--- config.mk ---
export PLATFORM = sky130hd
export DESIGN_NAME = onewire_master
export DESIGN_NICKNAME = d
export VERILOG_FILES = /design/src/rtl/owm_pkg.sv /design/src/rtl/owm_tick.sv /design/src/rtl/owm_slot.sv /design/src/rtl/owm_seq.sv /design/src/rtl/onewire_master.sv
export SDC_FILE = /design/constraint.sdc
export NUM_CORES = 1
export LEC_CHECK = 0
export BUFFER_PORTS_ARGS = -buffer_cell sky130_fd_sc_hd__buf_4
export CAP_MARGIN = 20
export CORE_MARGIN = 4
export CORE_UTILIZATION = 55
export DETAILED_ROUTE_END_ITERATION = 8
export GPL_ROUTABILITY_DRIVEN = 0
export GPL_TIMING_DRIVEN = 0
export PLACE_DENSITY_LB_ADDON = 0.05
export SLEW_MARGIN = 20
export SYNTH_ARGS = -nofsm -noshare
export SYNTH_HDL_FRONTEND = slang
export SYNTH_SLANG_ARGS = --single-unit
--- constraint.sdc ---
create_clock -name clk -period 4.2 [get_ports clk]
set_input_delay 0.42 -clock clk [delete_from_list [all_inputs] [get_ports clk]]
set_output_delay 0.42 -clock clk [all_outputs]
set_load 0.02 [all_outputs]
--- src/rtl/owm_pkg.sv ---
package owm_pkg;

  localparam int SLOT_US_W = 10;

  typedef enum logic [2:0] {
    OP_RESET = 3'd0,
    OP_WBIT  = 3'd1,
    OP_RBIT  = 3'd2,
    OP_WBYTE = 3'd3,
    OP_RBYTE = 3'd4
  } op_e;

  typedef enum logic [1:0] {
    SK_W0,
    SK_W1,
    SK_RD,
    SK_RST
  } slot_kind_e;

  // Each slot is three phases: pulled low, released until the sample
  // point, then released until the slot ends.
  typedef struct packed {
    logic [SLOT_US_W-1:0] low_us;
    logic [SLOT_US_W-1:0] pre_us;
    logic [SLOT_US_W-1:0] post_us;
  } slot_time_t;

  function automatic slot_time_t slot_time(slot_kind_e k);
    slot_time_t t;
    case (k)
      SK_W0:        t = '{low_us: SLOT_US_W'(60),  pre_us: SLOT_US_W'(9),  post_us: SLOT_US_W'(1)};
      SK_W1, SK_RD: t = '{low_us: SLOT_US_W'(6),   pre_us: SLOT_US_W'(9),  post_us: SLOT_US_W'(55)};
      default:      t = '{low_us: SLOT_US_W'(500), pre_us: SLOT_US_W'(70), post_us: SLOT_US_W'(430)};
    endcase
    return t;
  endfunction

  function automatic slot_kind_e kind_of(op_e op, logic b);
    slot_kind_e k;
    case (op)
      OP_RESET:         k = SK_RST;
      OP_RBIT, OP_RBYTE: k = SK_RD;
      default:          k = b ? SK_W1 : SK_W0;
    endcase
    return k;
  endfunction

endpackage

--- src/rtl/owm_tick.sv ---
module owm_tick #(
  parameter int DIV = 4
) (
  input  logic clk,
  input  logic rst_n,
  input  logic clr,
  input  logic run,
  output logic tick
);
  localparam int CW = (DIV > 1) ? $clog2(DIV) : 1;

  logic [CW-1:0] cnt_q, cnt_d;

  assign tick = (cnt_q == CW'(DIV - 1));

  always_comb begin
    cnt_d = cnt_q;
    if (clr)       cnt_d = '0;
    else if (run)  cnt_d = tick ? '0 : cnt_q + 1'b1;
  end

  always_ff @(posedge clk or negedge rst_n) begin
    if (!rst_n) cnt_q <= '0;
    else        cnt_q <= cnt_d;
  end
endmodule

--- src/rtl/owm_slot.sv ---
module owm_slot
  import owm_pkg::*;
(
  input  logic       clk,
  input  logic       rst_n,
  input  logic       tick,
  input  logic       start,
  input  slot_kind_e kind,
  input  logic       line_s,
  output logic       drive_low,
  output logic       sample_vld,
  output logic       sample_bit,
  output logic       done
);
  typedef enum logic [1:0] {S_IDLE, S_LOW, S_PRE, S_POST} st_e;

  st_e                  st_q, st_d;
  logic [SLOT_US_W-1:0] us_q, us_d;
  slot_time_t           tm_q, tm_d;
  logic [SLOT_US_W-1:0] len;
  logic                 last;

  always_comb begin
    case (st_q)
      S_LOW:   len = tm_q.low_us;
      S_PRE:   len = tm_q.pre_us;
      default: len = tm_q.post_us;
    endcase
  end

  assign last       = tick && (us_q == len - 1'b1);
  assign sample_bit = line_s;
  assign drive_low  = (st_q == S_LOW);

  always_comb begin
    st_d       = st_q;
    us_d       = us_q;
    tm_d       = tm_q;
    done       = 1'b0;
    sample_vld = 1'b0;
    case (st_q)
      S_IDLE: begin
        if (start) begin
          st_d = S_LOW;
          us_d = '0;
          tm_d = slot_time(kind);
        end
      end
      S_LOW, S_PRE: begin
        if (last) begin
          st_d       = (st_q == S_LOW) ? S_PRE : S_POST;
          us_d       = '0;
          sample_vld = (st_q == S_PRE);
        end else if (tick) begin
          us_d = us_q + 1'b1;
        end
      end
      default: begin
        if (last) begin
          done = 1'b1;
          us_d = '0;
          if (start) begin
            st_d = S_LOW;
            tm_d = slot_time(kind);
          end else begin
            st_d = S_IDLE;
          end
        end else if (tick) begin
          us_d = us_q + 1'b1;
        end
      end
    endcase
  end

  always_ff @(posedge clk or negedge rst_n) begin
    if (!rst_n) begin
      st_q <= S_IDLE;
      us_q <= '0;
      tm_q <= '0;
    end else begin
      st_q <= st_d;
      us_q <= us_d;
      tm_q <= tm_d;
    end
  end

  // A slot only begins low after the sequencer asked for it.
  p_low_after_start_r2: assert property (@(posedge clk) disable iff (!rst_n)
    $rose(drive_low) |-> $past(start));

  // The sample point never falls inside the pulled-low phase.
  p_sample_released_r4: assert property (@(posedge clk) disable iff (!rst_n)
    sample_vld |-> !drive_low);
endmodule

--- src/rtl/owm_seq.sv ---
module owm_seq
  import owm_pkg::*;
#(
  parameter int PUD_W = 16
) (
  input  logic             clk,
  input  logic             rst_n,
  input  logic             tick,
  input  logic             cmd_valid,
  input  logic [2:0]       cmd_op,
  input  logic [7:0]       cmd_data,
  input  logic             pu_arm,
  input  logic [PUD_W-1:0] pu_dur,
  input  logic             slot_done,
  input  logic             sample_vld,
  input  logic             sample_bit,
  input  logic             drive_low,
  output logic             slot_start,
  output slot_kind_e       slot_kind,
  output logic             tick_clr,
  output logic             busy,
  output logic             done,
  output logic             rsp_bit,
  output logic [7:0]       rsp_byte,
  output logic             strong_pu
);
  typedef enum logic [1:0] {Q_IDLE, Q_RUN, Q_HOLD} st_e;

  st_e              st_q, st_d;
  op_e              op_q, op_d;
  logic [7:0]       wsh_q, wsh_d;
  logic [2:0]       bit_q, bit_d;
  logic [PUD_W-1:0] dur_q, dur_d;
  logic [PUD_W-1:0] hold_q, hold_d;
  logic             pu_on_q, pu_on_d;
  logic             busy_q, busy_d;
  logic             done_q, done_d;
  logic             rbit_q, rbit_d;
  logic [7:0]       rbyte_q, rbyte_d;
  logic             accept, is_byte, more;

  assign accept   = (st_q == Q_IDLE) && cmd_valid && (cmd_op <= 3'd4);
  assign is_byte  = (op_q == OP_WBYTE) || (op_q == OP_RBYTE);
  assign more     = is_byte && (bit_q != 3'd7);
  assign tick_clr = accept;

  always_comb begin
    st_d       = st_q;
    op_d       = op_q;
    wsh_d      = wsh_q;
    bit_d      = bit_q;
    dur_d      = dur_q;
    hold_d     = hold_q;
    pu_on_d    = pu_on_q;
    busy_d     = busy_q;
    done_d     = 1'b0;
    rbit_d     = rbit_q;
    rbyte_d    = rbyte_q;
    slot_start = 1'b0;
    slot_kind  = SK_W1;

    if ((st_q == Q_IDLE) && pu_arm) dur_d = pu_dur;

    if (sample_vld) begin
      rbit_d = sample_bit;
      if (op_q == OP_RBYTE) rbyte_d = {sample_bit, rbyte_q[7:1]};
    end

    case (st_q)
      Q_IDLE: begin
        if (accept) begin
          st_d       = Q_RUN;
          op_d       = op_e'(cmd_op);
          wsh_d      = cmd_data;
          bit_d      = '0;
          busy_d     = 1'b1;
          slot_start = 1'b1;
          slot_kind  = kind_of(op_e'(cmd_op), cmd_data[0]);
        end
      end
      Q_RUN: begin
        if (slot_done) begin
          if (more) begin
            slot_start = 1'b1;
            slot_kind  = kind_of(op_q, wsh_q[1]);
            wsh_d      = wsh_q >> 1;
            bit_d      = bit_q + 1'b1;
            if ((bit_q == 3'd6) && (op_q == OP_WBYTE) && (dur_q != '0))
              pu_on_d = 1'b1;
          end else if (pu_on_q) begin
            st_d   = Q_HOLD;
            hold_d = '0;
          end else begin
            st_d   = Q_IDLE;
            busy_d = 1'b0;
            done_d = 1'b1;
          end
        end
      end
      Q_HOLD: begin
        if (tick) begin
          if (hold_q == dur_q - 1'b1) begin
            st_d    = Q_IDLE;
            busy_d  = 1'b0;
            done_d  = 1'b1;
            pu_on_d = 1'b0;
            dur_d   = '0;
            hold_d  = '0;
          end else begin
            hold_d = hold_q + 1'b1;
          end
        end
      end
      default: st_d = Q_IDLE;
    endcase
  end

  always_ff @(posedge clk or negedge rst_n) begin
    if (!rst_n) begin
      st_q    <= Q_IDLE;
      op_q    <= OP_RESET;
      wsh_q   <= '0;
      bit_q   <= '0;
      dur_q   <= '0;
      hold_q  <= '0;
      pu_on_q <= 1'b0;
      busy_q  <= 1'b0;
      done_q  <= 1'b0;
      rbit_q  <= 1'b1;
      rbyte_q <= '0;
    end else begin
      st_q    <= st_d;
      op_q    <= op_d;
      wsh_q   <= wsh_d;
      bit_q   <= bit_d;
      dur_q   <= dur_d;
      hold_q  <= hold_d;
      pu_on_q <= pu_on_d;
      busy_q  <= busy_d;
      done_q  <= done_d;
      rbit_q  <= rbit_d;
      rbyte_q <= rbyte_d;
    end
  end

  assign busy      = busy_q;
  assign done      = done_q;
  assign rsp_bit   = rbit_q;
  assign rsp_byte  = rbyte_q;
  assign strong_pu = pu_on_q & ~drive_low;

  p_done_pulse_r9: assert property (@(posedge clk) disable iff (!rst_n)
    done |=> !done);

  p_done_not_busy_r9: assert property (@(posedge clk) disable iff (!rst_n)
    done |-> !busy);

  p_busy_fall_done_r9: assert property (@(posedge clk) disable iff (!rst_n)
    $fell(busy) |-> done);

  p_hold_released_r10: assert property (@(posedge clk) disable iff (!rst_n)
    (st_q == Q_HOLD) |-> !drive_low);
endmodule

--- src/rtl/onewire_master.sv ---
module onewire_master
  import owm_pkg::*;
#(
  parameter int TICKS_PER_US = 4,
  parameter int DELAY_SCALE  = 1,
  parameter int PUD_W        = 16
) (
  input  logic             clk,
  input  logic             rst_n,
  input  logic             cmd_valid,
  input  logic [2:0]       cmd_op,
  input  logic [7:0]       cmd_data,
  input  logic             pu_arm,
  input  logic [PUD_W-1:0] pu_dur,
  output logic             busy,
  output logic             done,
  output logic             rsp_bit,
  output logic [7:0]       rsp_byte,
  input  logic             line_in,
  output logic             drive_low,
  output logic             strong_pu
);
  localparam int DIV = TICKS_PER_US * DELAY_SCALE;

  logic [1:0] rst_pipe;
  logic       rst_int_n;
  logic [1:0] sync_q;
  logic       tick, tick_clr;
  logic       slot_start, slot_done, sample_vld, sample_bit;
  slot_kind_e slot_kind;

  always_ff @(posedge clk or negedge rst_n) begin
    if (!rst_n) rst_pipe <= 2'b00;
    else        rst_pipe <= {rst_pipe[0], 1'b1};
  end
  assign rst_int_n = rst_pipe[1];

  always_ff @(posedge clk or negedge rst_int_n) begin
    if (!rst_int_n) sync_q <= 2'b11;
    else            sync_q <= {sync_q[0], line_in};
  end

  owm_tick #(.DIV(DIV)) u_tick (
    .clk   (clk),
    .rst_n (rst_int_n),
    .clr   (tick_clr),
    .run   (busy),
    .tick  (tick)
  );

  owm_slot u_slot (
    .clk        (clk),
    .rst_n      (rst_int_n),
    .tick       (tick),
    .start      (slot_start),
    .kind       (slot_kind),
    .line_s     (sync_q[1]),
    .drive_low  (drive_low),
    .sample_vld (sample_vld),
    .sample_bit (sample_bit),
    .done       (slot_done)
  );

  owm_seq #(.PUD_W(PUD_W)) u_seq (
    .clk        (clk),
    .rst_n      (rst_int_n),
    .tick       (tick),
    .cmd_valid  (cmd_valid),
    .cmd_op     (cmd_op),
    .cmd_data   (cmd_data),
    .pu_arm     (pu_arm),
    .pu_dur     (pu_dur),
    .slot_done  (slot_done),
    .sample_vld (sample_vld),
    .sample_bit (sample_bit),
    .drive_low  (drive_low),
    .slot_start (slot_start),
    .slot_kind  (slot_kind),
    .tick_clr   (tick_clr),
    .busy       (busy),
    .done       (done),
    .rsp_bit    (rsp_bit),
    .rsp_byte   (rsp_byte),
    .strong_pu  (strong_pu)
  );

  // The bus is never pulled unless a command is running.
  p_idle_quiet_r8: assert property (@(posedge clk) disable iff (!rst_int_n)
    !busy |-> !drive_low);

  p_pu_in_command_r10: assert property (@(posedge clk) disable iff (!rst_int_n)
    strong_pu |-> busy);
endmodule

# After elaboration in Yosys (flattened, before gate mapping)
# Index checks and enable logic that the tools add are counted.
# classes
addsub	6
magnitude_cmp	1
eq_ne	27
n_mux	76
bitwise	3
reduce_logical	35
# ops
op	count
$mux W16	9
$mux W30	2
$pmux W30 S2	1
$pmux W29 S2	1
$mux W10	4
$pmux W16 S2	1
$mux W2	15
$mux W1	25
$mux W8	3
$pmux W10 S2	1
$add A16 B1 Y16 const B	1
$eq A16 B16 Y1	1
$pmux W2 S2	4
$pmux W8 S2	1
$reduce_bool A16 Y1	1
$sub A16 B1 Y16 const B	1
$ne A2 B1 Y1 const B	6
$add A10 B1 Y10 const B	1
$eq A10 B10 Y1	1
$ne A2 B2 Y1 const B	5
$reduce_and A5 Y1	2
$sub A10 B1 Y10 const B	1
$eq A3 B2 Y1 const B	3
$eq A3 B3 Y1 const B	3
26 further kinds	55
# totals
regBits	108
input_bits	32
out_inout_bits	13
wordCells	167

# Longest topological paths before layout
# logic_depth
depth_word	15
depth_mapped	16
depth_no_buf	16

# Hierarchy
# Synthesis repeated with hierarchy kept, for this count alone.
# hier_totals
cells_unflattened	552
hier_area_um2	5271.3
# modules_own_cells
mod	n_inst	cells_each	area_per_inst_um2	seq_area_each_um2
owm_seq	1	384	3510.9	1477.7
owm_slot	1	155	1554.0	475.5
onewire_master	1	5	106.4	102.6
owm_tick	1	8	100.1	50.0

# Worst setup path after synthesis
# OpenSTA, ideal clock, no wires.
# synth_path
path_type	reg2reg
from	register u_slot.st_q[1]
to	register u_slot.tm_q[4] in the netlist's numbering
setup_ns	0.128
t_arrival_ns	4.308
t_required_ns	4.072
path_slack_ns	-0.236
stages_incl_launch_ff	17
n_path_buf	0
period_less_slack_ns	4.436
path_cell_list	dfrtp_1 inv_1 ha_1 nand2_1 a21oi_1 inv_1 ha_1 xor2_1 nand2_1 or2_2 or4_1 or4_4 nor4_4 nand2b_1 a22o_1 ha_1 mux2_1
# synth_via
elab_chain_cells	15
elab_cells_between_ends	26
classes_between	add/sub (1); eq/ne (5); mux (11); bitwise (1); reduce/logical (8)
# synth_lines
item	line_no	rtl
start: declaration	owm_slot.sv:17	st_e st_q, st_d;
start signal: assignment	owm_slot.sv:81	st_q <= st_d;
$eq A2 B1 Y1 *	-	
via drive_low	onewire_master.sv:20	output logic drive_low,
$pmux W10 S2	owm_slot.sv:24	case (st_q)
$sub A10 B1 Y10	owm_slot.sv:31	assign last = tick && (us_q == len - 1'b1);
$eq A10 B10 Y1	owm_slot.sv:31	
$logic_and A1 B1 Y1	owm_slot.sv:31	
$mux W1	owm_slot.sv:59	if (last) begin
$mux W1	owm_slot.sv:41	case (st_q)
$mux W2	owm_seq.sv:82	if (slot_done) begin
$pmux W2 S2	owm_seq.sv:69	case (st_q)
$eq A2 B1 Y1 / $eq A2 B2 Y1 (equally long branches)	owm_pkg.sv:30	case (k)
$reduce_or A2 Y1	owm_pkg.sv:30	
$pmux W29 S2	owm_pkg.sv:30	
$mux W30	owm_slot.sv:43	if (start) begin
$mux W30	owm_slot.sv:59	
$pmux W30 S2	owm_slot.sv:41	
end signal: assignment	owm_slot.sv:83	tm_q <= tm_d;
end: declaration	owm_slot.sv:19	slot_time_t tm_q, tm_d;
# Mark *: on every way through the listed nets, which the timed path passes. The rest lies on a longest branch. The select of a mux whose other input is x is not followed.
# A chain may end at the register's enable or synchronous reset.

# Worst setup path after layout
# layout_path
from	register u_slot.st_q[1]
to	register u_slot.tm_q[4] in the netlist's numbering
# layout_via
elab_chain_cells	15
elab_cells_between_ends	26
classes_between	add/sub (1); eq/ne (5); mux (11); bitwise (1); reduce/logical (8)
# layout_lines
item	line_no
$eq A2 B2 Y1 / $eq A2 B1 Y1 (equally long branches)	owm_slot.sv:24, owm_slot.sv:41
$pmux W10 S2	owm_slot.sv:24
$sub A10 B1 Y10	owm_slot.sv:31
$eq A10 B10 Y1	owm_slot.sv:31
$logic_and A1 B1 Y1	owm_slot.sv:31
$mux W1	owm_slot.sv:59
$mux W1	owm_slot.sv:41
$mux W2	owm_seq.sv:82
$pmux W2 S2	owm_seq.sv:69
$eq A2 B1 Y1 / $eq A2 B2 Y1 (equally long branches)	owm_pkg.sv:30
$reduce_or A2 Y1	owm_pkg.sv:30
$pmux W29 S2	owm_pkg.sv:30
$mux W30	owm_slot.sv:43
$mux W30	owm_slot.sv:59
$pmux W30 S2	owm_slot.sv:41
# Parallel ways exist; a longest one is shown, timed or not. The select of a mux whose other input is x is not followed.

==> impl_metrics.json <==
{
  "grt_pass1_wl_um": 22900,
  "die_x_um": 109,
  "min_path_cells": 1,
  "rsz0062_at_grt": "yes",
  "finalSetupViolCount": 0,
  "yosys_warnings": 0,
  "dp_hpwl_um": 10000,
  "async_reset_ff_share_pct": 100,
  "first_global_vias": 4815,
  "finalHoldViolations": 0,
  "io_pins": 45,
  "diodes": 0,
  "fmax_mhz": 243,
  "place_inst": 768,
  "vias_per_cell": 5.99,
  "drive_above_1_share_pct": 24.1,
  "drtPass1Iterations": 5,
  "yosysUniqueCellTypes": 84,
  "powerDensity_nw_per_um2": 596,
  "drv_cap": 0,
  "ys.flop_type": "dfrtp_1",
  "grt_use_total_pct": 24.4,
  "skew_ns": 0.0100,
  "syn_nets": 645,
  "ctsHtreeMaxLevel": 3,
  "vias": 4798,
  "finalCritPeriodShare_pct": 98.0,
  "path_max_fanout": 5,
  "power.total_uw": 3920,
  "synth_edf_count": 0,
  "syn_inst": 591,
  "grt_max_degree": 50,
  "r2r-start": "u_slot.st_q[1]",
  "ys_ff_latch": 84,
  "die-area_sq_um": 11800,
  "io_buffer_count": 43,
  "yosysTopAreaCell": "dfrtp_1",
  "start_kind": "flop",
  "slew_violations": 0,
  "tightest_slew_ns": 0.723,
  "die_h_um": 109,
  "cts_tree": "built",
  "synth.area.top_cells": "dfrtp_1, ha_1, nand2_1, mux2_2, a21oi_1",
  "nets": 717,
  "r2r_setup_slack_ns": 0.09,
  "reg2reg_depth": 16,
  "numCtsBuffers": 9,
  "stdcell_area_sq_um": 6570,
  "p_leak_uw": 0.00289,
  "period_minus_slack_ns": 4.11,
  "grt_antenna_before_repair": 0,
  "outcome": "complete, no violations",
  "grt_overflow": 0,
  "syn_area_sq_um": 5590,
  "ant_nets": 0,
  "wirelength_um": 13600,
  "initial_utilization_pct": 56.9,
  "area_growth_pct": 17.6,
  "final_util_pct": 66.9,
  "end_kind": "flop",
  "drc": 0,
  "clk_path_buf_depth": 2,
  "relSlewSlack_pct": 51.8,
  "crit_type": "flop to flop",
  "worstReg2RegEnd": "u_slot.tm_q[4]",
  "synth_top_area_share_pct": 36.3,
  "ys_seq_area_share_pct": 37.7,
  "rows": 36,
  "wire_per_inst_um": 17.0,
  "clock_sinks": 84,
  "min_to": "sync_q[0]",
  "core_area_sq_um": 9820,
  "hold_class": "input pin to flop",
  "clk_pin_slew_ns": 0.09,
  "drt_iter0_markers": 214,
  "hold_ws_ns": 0.156,
  "cts-root-buf": "clkbuf_8",
  "worst_ir_drop_vdd_uv": 349,
  "cp.required_ns": 4.46,
  "stdcell_count": 801,
  "dpl_cell_area_sq_um": 6160,
  "syn_area_per_cell_sq_um": 9.45,
  "insertion_delay_ns": 0.36,
  "arrival_ns": 4.37,
  "n_fill_cell": 842,
  "min_from": "line_in"
}
## worst max-delay path, cell delays in order, from the launching register on
cell and delay [ns]:
dfrtp_2 0.43, inv_4 0.09, ha_4 0.23, a21boi_4 0.16, a21oi_4 0.18, inv_2 0.06
ha_4 0.18, nor3b_4 0.16, a31oi_4 0.20, a21oi_2 0.09, or4_4 0.54, or4_4 0.52
nor4_4 0.28, nand2b_1 0.12, a22o_1 0.28, ha_4 0.22, mux2_4 0.26
## how the worst max path moves through the flow
stage,from,end,cells past startpoint
final,u_slot.st_q[1],u_slot.tm_q[4],16
after global routing,u_slot.st_q[1],u_slot.tm_q[4],16
after floorplan,u_slot.st_q[0],u_slot.tm_q[4],16
after global placement,u_slot.st_q[1],u_slot.tm_q[4],16
after CTS,u_slot.st_q[1],u_slot.tm_q[4],17
after detailed placement,u_slot.st_q[1],u_slot.tm_q[4],16
## stage by stage
stage / worst slack, ns / TNS (ns)
3_3_place_gp: -0.326 / -0.701
5_1_grt: -0.0114 / -0.0114
4_1_cts: 0.0396 / 0
6_report: 0.0850 / 0
3_5_place_dp: -0.428 / -1.32
2_1_floorplan: 0.000812 / 0
## placed cells by master, fill, tap and decap left out, types with 4 or more instances in the layout
| cell | instances |
|---|---|
| mux2i_1 | 6 |
| mux2_2 | 18 |
| buf_2 | 5 |
| nand2b_1 | 8 |
| o21a_1 | 4 |
| xnor2_1 | 17 |
| a21oi_1 | 36 |
| clkbuf_8 | 13 |
| a211oi_1 | 6 |
| ha_4 | 5 |
| a22o_1 | 10 |
| buf_4 | 61 |
| mux2_4 | 8 |
| nand4_1 | 14 |
| nor3_1 | 13 |
| dfrtp_1 | 78 |
| nor4_1 | 5 |
| nand3_1 | 30 |
| clkbuf_1 | 18 |
| o31ai_1 | 6 |
| a31oi_1 | 5 |
| o21ai_0 | 24 |
| a32o_1 | 7 |
| ha_1 | 17 |
| xor2_1 | 11 |
| nor2_1 | 30 |
| nand2_1 | 58 |
| and2_1 | 5 |
| inv_1 | 23 |
| or3_1 | 10 |
| a211o_1 | 13 |
| and3_1 | 6 |
## power by group
| group | switching (uW) | internal (uW) |
|---|---|---|
| logic | 1120 | 941 |
| registers | 233 | 1000 |
| clock network | 313 | 309 |
| total | 1670 | 2250 |
## synthesized netlist by cell type (all sizes together), types with 3 or more instances
cell     number
nor4          8
xnor2        17
and2          6
buf           7
a211oi        7
xor2         11
nand3b        3
mux2i         6
o21ai        26
clkbuf       20
nor2b         4
a2bb2oi       3
a211o        13
a22oi         3
nor2         32
nand4        14
and3          6
mux2         29
or3          10
or4           5
or2           3
o21a          4
nand3        31
nand4b        3
nand2        59
a31oi         6
dfrtp        81
dfstp         3
inv          27
nor3         14
a21o          3
a21oi        41
nand2b        8
a21boi        4
ha           22
nor3b         3
o31ai         6
a32o          7
a22o         10
## timing repair
item / in CTS / in global routing
endpoints found under the hold margin: 2 / 0
buffers inserted: 13 / 3
gates resized for setup: 8 / 6
hold buffers: 1 / 0
setup endpoints to repair: 19 / 3
pin swaps: 8 / 6
## sequential cells by signal, indices dropped and copies added (netlist names)
| signal | flops |
|---|---|
| u_seq.done | 1 |
| rst_pipe | 2 |
| sync_q | 2 |
| u_seq.bit_q | 3 |
| u_seq.rsp_bit | 1 |
| u_seq.st_q | 2 |
| u_slot.tm_q | 7 |
| u_slot.us_q | 10 |
| u_seq.pu_on_q | 1 |
| u_tick.cnt_q | 2 |
| u_seq.op_q | 3 |
| u_seq.dur_q | 16 |
| u_seq.hold_q | 16 |
| u_seq.busy | 1 |
| u_slot.st_q | 2 |
| u_seq.rsp_byte | 8 |
| u_seq.wsh_q | 7 |
## logic make-up (layout without fill, tap and decap cells)
kind of cell | Yosys count | in the layout | synth area share [%]
buffers and inverters | 54 | 131 | 4.23
xor gates and xnor gates | 30 | 30 | 5.19
DFF | 84 | 84 | 37.7
other | 1 | 1 | 0.0671
muxes | 35 | 35 | 7.39
adders and majority gates | 23 | 23 | 5.13
and+or+nand+nor | 218 | 218 | 21.5
AOI/OAI and AO/OA | 146 | 146 | 18.8
## layer usage
metal / up-vias / part of all wire [%] / GRT usage (%)
li1: 2309 / - / -
met1: 2354 / 42 / 29.8
met2: 104 / 52 / 43.7
met3: 31 / 2.9 / 2.90
met4: 0 / 2.2 / 9.56
met5: - / 0 / 0
## final cells by class
cell class | count | area [sq um] | share of cell area, %
clock buffer | 11 | 151 | 2.30
inverter | 27 | 106 | 1.62
clock inverter | 5 | 60.1 | 0.914
sequential | 84 | 2110 | 32.2
buffer | 27 | 135 | 2.06
timing repair buffer | 61 | 480 | 7.31
tap | 133 | 166 | 2.53
multi-input combinational | 453 | 3360 | 51.1
(Power assumes the default switching activity.)
